<file path="src/rtl/pgc_pkg.sv">
package pgc_pkg;
  typedef enum logic [1:0] {
    SEQ_IDLE = 2'd0,
    SEQ_SCAN = 2'd1,
    SEQ_WAIT = 2'd2
  } seq_state_t;
endpackage

</file>
<file path="src/rtl/pgc_cache_store.sv">
module pgc_cache_store #(
  parameter int BYTE_W      = 8,
  parameter int PAGE_BYTES  = 8,
  parameter int CACHE_PAGES = 8,
  localparam int OFF_W  = $clog2(PAGE_BYTES),
  localparam int LINE_W = $clog2(CACHE_PAGES),
  localparam int PTR_W  = OFF_W + LINE_W,
  localparam int DEPTH  = PAGE_BYTES * CACHE_PAGES
) (
  input  logic                         clk,
  input  logic                         rst_n,
  input  logic                         restart,
  input  logic [OFF_W-1:0]             start_off,
  input  logic                         push,
  input  logic [BYTE_W-1:0]            push_data,
  input  logic                         clear_all,
  input  logic [LINE_W-1:0]            rd_line,
  output logic [PAGE_BYTES*BYTE_W-1:0] rd_data,
  output logic [PAGE_BYTES-1:0]        rd_be
);

  logic [PTR_W-1:0]  ptr_q, ptr_d, ptr_base;
  logic [DEPTH-1:0]  valid_q, valid_d;
  logic [BYTE_W-1:0] mem_q [DEPTH];

  // a restart rebases the pointer in the same cycle, so a byte
  // arriving with the start strobe lands at the start lane
  always_comb begin
    ptr_base = restart ? {{LINE_W{1'b0}}, start_off} : ptr_q;
    ptr_d    = push ? ptr_base + PTR_W'(1) : ptr_base;
  end

  always_comb begin
    valid_d = valid_q;
    if (clear_all || restart) valid_d = '0;
    if (push) valid_d[ptr_base] = 1'b1;
  end

  always_ff @(posedge clk or negedge rst_n) begin
    if (!rst_n) begin
      ptr_q   <= '0;
      valid_q <= '0;
    end else begin
      if (restart || push) ptr_q <= ptr_d;
      if (restart || push || clear_all) valid_q <= valid_d;
    end
  end

  always_ff @(posedge clk) begin
    if (push) mem_q[ptr_base] <= push_data;
  end

  generate
    for (genvar b = 0; b < PAGE_BYTES; b++) begin : g_lane
      localparam logic [OFF_W-1:0] LANE = OFF_W'(b);
      assign rd_data[b*BYTE_W +: BYTE_W] = mem_q[{rd_line, LANE}];
      assign rd_be[b] = valid_q[{rd_line, LANE}];
    end
  endgenerate

endmodule

</file>
<file path="src/rtl/pgc_tick_timer.sv">
module pgc_tick_timer #(
  parameter int PAGE_TICKS = 1000,
  localparam int CNT_W = (PAGE_TICKS > 2) ? $clog2(PAGE_TICKS) : 1
) (
  input  logic clk,
  input  logic rst_n,
  input  logic load,
  input  logic run,
  output logic expired
);

  logic [CNT_W-1:0] cnt_q, cnt_d;

  // loaded in the write-pulse cycle; expires after PAGE_TICKS-1 run cycles
  always_comb begin
    cnt_d = cnt_q;
    if (load) cnt_d = CNT_W'(PAGE_TICKS - 2);
    else if (run && cnt_q != '0) cnt_d = cnt_q - CNT_W'(1);
  end

  always_ff @(posedge clk or negedge rst_n) begin
    if (!rst_n) cnt_q <= '0;
    else if (load || run) cnt_q <= cnt_d;
  end

  assign expired = (cnt_q == '0);

endmodule

</file>
<file path="src/rtl/pgc_commit_seq.sv">
module pgc_commit_seq
  import pgc_pkg::*;
#(
  parameter int CACHE_PAGES = 8,
  parameter int PAGE_BYTES  = 8,
  parameter int PAGE_AW     = 9,
  localparam int LINE_W = $clog2(CACHE_PAGES)
) (
  input  logic                  clk,
  input  logic                  rst_n,
  input  logic                  go,
  input  logic [PAGE_AW-1:0]    base_page,
  input  logic [PAGE_BYTES-1:0] line_be,
  input  logic                  tmr_expired,
  output logic                  busy,
  output logic [LINE_W-1:0]     line_idx,
  output logic                  wr_en,
  output logic [PAGE_AW-1:0]    wr_page,
  output logic                  tmr_load,
  output logic                  tmr_run,
  output logic                  clear_valid
);

  localparam logic [LINE_W-1:0] LAST = LINE_W'(CACHE_PAGES - 1);

  seq_state_t        st_q, st_d;
  logic [LINE_W-1:0] idx_q, idx_d;

  always_comb begin
    st_d        = st_q;
    idx_d       = idx_q;
    wr_en       = 1'b0;
    tmr_load    = 1'b0;
    clear_valid = 1'b0;
    case (st_q)
      SEQ_IDLE: begin
        if (go) begin
          st_d  = SEQ_SCAN;
          idx_d = '0;
        end
      end
      SEQ_SCAN: begin
        if (|line_be) begin
          wr_en    = 1'b1;
          tmr_load = 1'b1;
          st_d     = SEQ_WAIT;
        end else if (idx_q == LAST) begin
          st_d        = SEQ_IDLE;
          clear_valid = 1'b1;
        end else begin
          idx_d = idx_q + LINE_W'(1);
        end
      end
      SEQ_WAIT: begin
        if (tmr_expired) begin
          if (idx_q == LAST) begin
            st_d        = SEQ_IDLE;
            clear_valid = 1'b1;
          end else begin
            st_d  = SEQ_SCAN;
            idx_d = idx_q + LINE_W'(1);
          end
        end
      end
      default: st_d = SEQ_IDLE;
    endcase
  end

  always_ff @(posedge clk or negedge rst_n) begin
    if (!rst_n) begin
      st_q  <= SEQ_IDLE;
      idx_q <= '0;
    end else begin
      st_q  <= st_d;
      idx_q <= idx_d;
    end
  end

  assign busy     = (st_q != SEQ_IDLE);
  assign tmr_run  = (st_q == SEQ_WAIT);
  assign line_idx = idx_q;
  assign wr_page  = base_page + PAGE_AW'(idx_q);

endmodule

</file>
<file path="src/rtl/pgcache_commit.sv">
module pgcache_commit #(
  parameter int BYTE_W      = 8,
  parameter int PAGE_BYTES  = 8,
  parameter int CACHE_PAGES = 8,
  parameter int ADDR_W      = 12,
  parameter int PAGE_TICKS  = 1000,
  localparam int OFF_W   = $clog2(PAGE_BYTES),
  localparam int LINE_W  = $clog2(CACHE_PAGES),
  localparam int PAGE_AW = ADDR_W - OFF_W
) (
  input  logic                         clk,
  input  logic                         rst_n,
  input  logic                         cmd_start,
  input  logic [ADDR_W-1:0]            cmd_addr,
  input  logic                         byte_valid,
  input  logic [BYTE_W-1:0]            byte_data,
  input  logic                         stop_strobe,
  input  logic                         ack_req,
  output logic                         busy_o,
  output logic                         ack_o,
  output logic                         arr_we,
  output logic [PAGE_AW-1:0]           arr_page,
  output logic [PAGE_BYTES*BYTE_W-1:0] arr_data,
  output logic [PAGE_BYTES-1:0]        arr_be
);

  logic               start_ok, push_ok, go_ok;
  logic [PAGE_AW-1:0] base_page_q;
  logic [LINE_W-1:0]  line_idx;
  logic               tmr_load, tmr_run, tmr_expired, clear_valid;

  // every command input is refused while a commit runs
  assign start_ok = cmd_start   & ~busy_o;
  assign push_ok  = byte_valid  & ~busy_o;
  assign go_ok    = stop_strobe & ~busy_o;

  always_ff @(posedge clk or negedge rst_n) begin
    if (!rst_n) base_page_q <= '0;
    else if (start_ok) base_page_q <= cmd_addr[ADDR_W-1:OFF_W];
  end

  pgc_cache_store #(
    .BYTE_W     (BYTE_W),
    .PAGE_BYTES (PAGE_BYTES),
    .CACHE_PAGES(CACHE_PAGES)
  ) u_store (
    .clk      (clk),
    .rst_n    (rst_n),
    .restart  (start_ok),
    .start_off(cmd_addr[OFF_W-1:0]),
    .push     (push_ok),
    .push_data(byte_data),
    .clear_all(clear_valid),
    .rd_line  (line_idx),
    .rd_data  (arr_data),
    .rd_be    (arr_be)
  );

  pgc_commit_seq #(
    .CACHE_PAGES(CACHE_PAGES),
    .PAGE_BYTES (PAGE_BYTES),
    .PAGE_AW    (PAGE_AW)
  ) u_seq (
    .clk        (clk),
    .rst_n      (rst_n),
    .go         (go_ok),
    .base_page  (base_page_q),
    .line_be    (arr_be),
    .tmr_expired(tmr_expired),
    .busy       (busy_o),
    .line_idx   (line_idx),
    .wr_en      (arr_we),
    .wr_page    (arr_page),
    .tmr_load   (tmr_load),
    .tmr_run    (tmr_run),
    .clear_valid(clear_valid)
  );

  pgc_tick_timer #(
    .PAGE_TICKS(PAGE_TICKS)
  ) u_timer (
    .clk    (clk),
    .rst_n  (rst_n),
    .load   (tmr_load),
    .run    (tmr_run),
    .expired(tmr_expired)
  );

  assign ack_o = ack_req & ~busy_o;

endmodule

</file>
<file path="config.mk">
export PLATFORM = sky130hd
export DESIGN_NAME = pgcache_commit
export DESIGN_NICKNAME = d
export VERILOG_FILES = /design/src/rtl/pgc_pkg.sv /design/src/rtl/pgc_cache_store.sv /design/src/rtl/pgc_tick_timer.sv /design/src/rtl/pgc_commit_seq.sv /design/src/rtl/pgcache_commit.sv
export SDC_FILE = /design/constraint.sdc
export NUM_CORES = 1
export LEC_CHECK = 0
export BUFFER_PORTS_ARGS = -buffer_cell sky130_fd_sc_hd__buf_2
export CORE_ASPECT_RATIO = 1.1
export CORE_UTILIZATION = 45
export CTS_CLUSTER_SIZE = 30
export DETAILED_ROUTE_END_ITERATION = 10
export PLACE_DENSITY = 0.68
export SYNTH_ARGS = -nofsm -noshare
export SYNTH_HDL_FRONTEND = slang
export SYNTH_SLANG_ARGS = --single-unit
</file>
<file path="constraint.sdc">
create_clock -name clk -period 4.37 [get_ports clk]
set_input_delay 0.2185 -clock clk [delete_from_list [all_inputs] [get_ports clk]]
set_output_delay 0.2185 -clock clk [all_outputs]
set_load 0.005 [all_outputs]
</file>
==> results.md, run 1 <==
* Status: finished clean
* Max_slew headroom at 13.9%
* Nets@finish at 1,383
* Avg Cell Area, Syn at just over 20 sq um
* Post-synthesis cell area at approximately 24,000 sq um
* Placed cell count at slightly below 2,000
* Pin count of the biggest net entering global routing at 65
* Starting DRT DRC Count at about 710
* Worst-Skew Late Latency at a little over 0.6 ns
* Crit path max fanout at 32
* Dpl ws at 0.980 ns
* Routability Congestion at 0.779
* Max Freq at 262 MHz
* Total power at 0.0152 W
* Final Worst Setup Slack at 0.548 ns
* Synthesis Warnings at 0
* Post-Route WL at 48,600 microns
* Cell Area, Placed at 25,400 sq um
* Critical path type: flip-flop to primary output
* Total clock sinks at 606
* Initial antenna violation count at 2
* PortBufs at about 110
* PD cells at 556 nW/um^2
* Fin Setup TNS at 0 ns
* Num CTS Buffers at 56
* Final Hold Fails at 0
* Io pins at 110
* DR pass1 iterations at 5
* EDFF count, synth at 512
* Leak at 9.77 nW
* Post-Syn Instances at 1,175
* Row count at 88
* Dpl hpwl at a little under 30,000 microns
* P&R area growth vs syn at 14.6%
* Share of the synthesized area in the top cell type at ~64%
* Synth cell types at 50
* Vias in the first global route at 12,100
* Clk buf depth at 3
* Clock skew at 0.0145 ns
* WP data arrival at 3.60 ns
* Data required, critical path at between 4 and 5 ns
* Root buf cell: clkbuf_16
* Post-synth top flop: edfxtp_1
* #FFs+latches synth at 606
* CTS tree: yes
* RSZ-0062 raised after global routing: no
* Register clock-pin slew on the reported worst setup and hold paths at 0.06 ns
* Share of cells above drive strength 1 at 34.0%
* Final setup viols at 0
* Leading area contributor after synthesis: edfxtp_1
* Post_cts resized at 0
* Via count at 11,500
* Final Cycle Share at roughly 87%
* Commonest cells after routing, fill and taps aside: edfxtp_1, mux4_2, buf_2
* Die area at 53,900 sq um
* DR DRC count at 0
* Tot GR Track Use at a little under a fifth
* Crit end category: primary output
* Critical path startpoint category: flip-flop
* Die Span X at 221 microns
* Hold WC Path Type: primary input to flip-flop
* Initial core utilization at a little under half
* Post-Layout Cell Count at 2,068
* Chip height at 243 microns
* Routed wire per std cell at 23.5 microns
* Via density at 5.56
* Dominant cells by area after synthesis: edfxtp_1, mux4_2, dfrtp_1, mux2_2, a21o_1
* Final Slew Violations at 0
* Most common cell after layout, fill and taps aside: edfxtp_1
* Max VDD drop at between 400 and 500 uV
* First-pass GRT wire length at 73,700 microns
* Crit path time final at between 3 and 4 ns
* H-Tree Depth at 2
* Core outline area at 52,400 sq um
* Cell area after layout at 27,300 sq um
* Remaining global-route overflow at 0
* Sequential share of the synthesized area at 74.3%
* Worst slew pin tran at 1.28 ns
* Syn Nets at approximately 1,200
* Async S/R FF share, synth at 15.5%
* Postcts setup bufs at 0
* Max Cap Viol at 0
* Routed Antenna Nets at 0
[state kept, by name, summed over array words and instances (netlist names)]
name and cells:
u_seq.line_idx 3, u_store.mem_q 512, base_page_q 9, u_store.ptr_q 6, u_store.valid_q 64, u_timer.cnt_q 10, u_seq.st_q 2
[where the power goes]
group	total [W]	switching (W)	internal, W
Combinational	0.00366	0.00184	0.00182
Clock	0.00483	0.00205	0.00278
Sequential	0.00671	0.000207	0.00650
[per-layer routing]
metal / GRT usage (%) / vias to the layer above / share of wire [%]
met5: 0 / - / 0.045
met4: 5.25 / 4 / 2.0
met3: 3.49 / 66 / 4.7
met1: 24.7 / 6072 / 43
met2: 30.5 / 285 / 50
li1: - / 5065 / -
[final cells by class]
type	instances	area (sq um)
Sequential cell	606	17700
Inverter	16	60.1
Fill cell	4135	25100
Multi-Input combinational cell	501	5850
Clock buffer	77	1550
Clock inverter	28	284
Antenna cell	1	2.50
Tap cell	675	845
Timing Repair Buffer	164	993
[through the flow]
step	util, %	hold slack (ns)
3_5_place_dp	48.4	0.315
5_1_grt	52.1	0.142
2_1_floorplan	-	-0.0771
4_1_cts	52.1	0.101
3_3_place_gp	48.4	0.311
6_report	52.1	0.143
[worst max-delay path, stage by stage (launching register included)]
cell     delay [ns]
dfrtp_4        0.62
buf_4          0.58
mux4_2         0.58
nor2_1         0.16
o22ai_1        0.22
o31ai_4        0.52
inv_2          0.15
buf_2          0.17
[final timing paths]
check / to / slack (ns) / startpoint / cells past startpoint
max in group asynchronous: u_store.ptr_q[1] / 3.09 / rst_n / 3
max reg2reg: u_store.mem_q[10][6] / 1.00 / u_seq.st_q[0] / 6
min: u_store.ptr_q[2] / 0.14 / cmd_addr[2] / 3
min reg2reg: u_store.valid_q[59] / 0.47 / u_store.valid_q[59] / 1
min in group asynchronous: base_page_q[8] / 0.20 / rst_n / 2
max: arr_we / 0.55 / u_seq.line_idx[0] / 7
[cells in the mapped netlist, types with 5 or more instances]
cell	number
buf_2	9
mux4_2	140
ha_1	11
inv_1	15
nand2_1	24
edfxtp_1	512
xor2_1	5
clkbuf_1	29
xnor2_1	15
nor3_1	6
a21o_1	66
nor2_1	84
buf_1	12
mux2_2	86
o22ai_1	6
nand3_1	12
dfrtp_1	94
[logic make-up after synthesis]
kind of cell    synth area share (%)
flops                           74.3
mux                             17.5
simple gates                    2.82
compound gates                  2.81
buf+inv                         1.16
xor+xnor                       0.735
fa+ha+maj                      0.661
[what timing repair did]
item,CTS,global route
endpoints found under the hold margin,61,0
endpoints found under the setup margin,0,0
hold buffers,13,0
(Power assumes the default switching activity.)
==> run 2: changes to the inputs <==
CORE_UTILIZATION = 55   (was 45)
PLACE_DENSITY = 0.8   (was 0.68)
==> run 2 against run 1 <==
Compared with the run above: utilization up 12 points; final cell count down 5.5%; routed wire length up 2.2%; combinational power about the same; sequential power up 0.6%; die area down 18%; sequential share of layout area down 0.057 points; critical path type unchanged; clock power up 7.7%; clock skew up 0.015 ns; via count up 3.3%.
==> results.md, run 2 (synthesis results as in run 1) <==
* Status: finished clean
* Most common cell after layout, fill and taps aside: edfxtp_1
* Crit path max fanout at 50
* RSZ-0062 raised after global routing: no
* Min-delay src: cmd_start
* Tot GR Track Use at a little under a quarter
* Final Hold Fails at 0
* Initial core utilization at between 50% and 60%
* R2R setup slack at 0.89 ns
* Routed wire per std cell at 25.4 microns
* Worst path max stage delay at 0.93 ns
* Hold WC Path Type: primary input to flip-flop
* Root buf cell: clkbuf_16
* Nets@finish at 1,381
* Cell Area, Placed at 25,200 sq um
* Worst-Skew Late Latency at around 0.6 ns
* Cell area after layout at 27,300 sq um
* Die Span X at 201 microns
* Initial antenna violation count at 1
* Share of cells above drive strength 1 at 34.6%
* Max Freq at 264 MHz
* Crit end category: primary output
* Commonest cells after routing, fill and taps aside: edfxtp_1, mux4_2, buf_2
* Dpl hpwl at 28,600 microns
* Hold endpoint: u_store.ptr_q[3]
* PortBufs at 109
* CP max stage cell: dfrtp_4
* Row count at ~80
* Number of diodes at 0
* Placed cell count at 1,840
* Critical path type: flip-flop to primary output
* Top flop regs: u_store.mem_q (512), u_store.valid_q (64), u_timer.cnt_q (10)
* Num CTS Buffers at 55
* H-Tree Depth at 2
* Post-Layout Cell Count at between 1,500 and 2,000
* Max VDD drop at 387 uV
* Clk buf depth at 3
* Largest register FFs at 512
* # hold bufs at CTS at 12
* PD cells at 572 nW/um^2
* Final setup viols at 0
* Data required, critical path at 4.15 ns
* Total power at 0.0156 W
* First-pass GRT wire length at 74,400 microns
* Leak at 9.84 nW
* Via density at between 6 and 7
* Vias in the first global route at 12,400
* Max_slew headroom at ~15%
* Worst R2R Path Depth at 6
* Biggest register: u_store.mem_q
* Final Slew Violations at 0
* Final Worst Setup Slack at 0.584 ns
* Pin count of the biggest net entering global routing at 65
* Post_cts resized at 0
* CTS tree: yes
* DR DRC count at 0
* Chip height at roughly 220 microns
* Worst slew pin tran at around 1.3 ns
* Post-Route WL at between 40,000 and 50,000 microns
* Dpl ws at 0.627 ns
* Routability Congestion at 0.837
* Reg2Reg Launch Point: u_seq.st_q[0]
* Via count at approximately 12,000
* WP data arrival at 3.57 ns
* Max Cap Viol at 0
* Final Cycle Share at 86.6%
* Starting DRT DRC Count at between 1,000 and 1,500
* Io pins at 110
* Remaining global-route overflow at 0
* Hold depth at 4
* Critical path startpoint category: flip-flop
* Reg-to-reg endpoint: u_store.mem_q[0][3]
* Register clock-pin slew on the reported worst setup and hold paths at 0.06 ns
* CP Cell Sequence: inv_1, mux2_2, or4_4, o31ai_4, inv_2, buf_2
* Total clock sinks at between 600 and 700
* P&R area growth vs syn at 14.7%
* Postcts setup bufs at 0
* Crit path time final at 3.79 ns
* Core outline area at approximately 43,000 sq um
* Clock skew at around 0.029 ns
* Die area at 44,200 sq um
* DR pass1 iterations at 5
* Routed Antenna Nets at 0
* Fin Setup TNS at 0 ns
-- run 2: cell count changes in the layout (fill, tap and decap cells not counted), sizes merged --
| cell | change |
|---|---|
| bufinv | +6 |
| clkbuf | -12 |
| clkinv | +1 |
| clkinvlp | +2 |
| diode | -1 |
| dlygate4sd3 | -1 |
| inv | -1 |
-- run 2: worst max path at each step --
stage	slack, ns	depth (start not counted)	start	endpoint
4_1_cts	0.60	7	u_seq.line_idx[1]	u_store.valid_q[46]
6_report	0.58	6	u_seq.line_idx[1]	arr_we
2_1_floorplan	1.49	8	u_seq.st_q[0]	u_store.mem_q[24][0]
3_3_place_gp	0.79	7	u_seq.line_idx[1]	u_store.valid_q[28]
5_1_grt	0.45	6	u_seq.line_idx[1]	arr_we
3_5_place_dp	0.63	7	u_seq.line_idx[1]	u_store.valid_q[31]
-- run 2: worst max-delay path: cells and delay by family, from the launching register on --
family | cells | cell delay [ns]
AND/OR/NAND/NOR | 1 | 0.57
AO/OA/AOI/OAI | 1 | 0.48
flip-flops | 1 | 0.93
buffers and inverters | 3 | 0.64
multiplexers | 1 | 0.36
-- run 2: stage by stage --
stage	hold slack, ns	utilization [%]
floorplan	-0.0771	-
finish	0.0523	64.3
global route	0.0871	64.3
CTS	0.0170	64.3
detailed placement	0.294	59.3
global placement	0.280	59.3
-- run 2: final cells by class --
cell class                      count  area (sq um)
Clock buffer                       65          1490
Multi-Input combinational cell    501          5850
Timing Repair Buffer              163          1020
Sequential cell                   606         17700
Inverter                           16          60.1
Fill cell                        2766         15200
Tap cell                          567           709
Clock inverter                     36           489
-- run 2: power breakdown --
group | internal (W) | switching, W | leakage [nW]
clock network | 0.00309 | 0.00211 | 0.956
logic | 0.00185 | 0.00184 | 3.05
registers | 0.00650 | 0.000254 | 5.83
-- run 2: layer usage --
metal | up-vias | global-route usage (%) | wire [microns]
met4 | 2 | 7.58 | 1190
met5 | - | 0 | 10
met1 | 6261 | 30.1 | 20100
met2 | 465 | 38.5 | 25300
li1 | 5053 | - | -
met3 | 87 | 4.11 | 3090
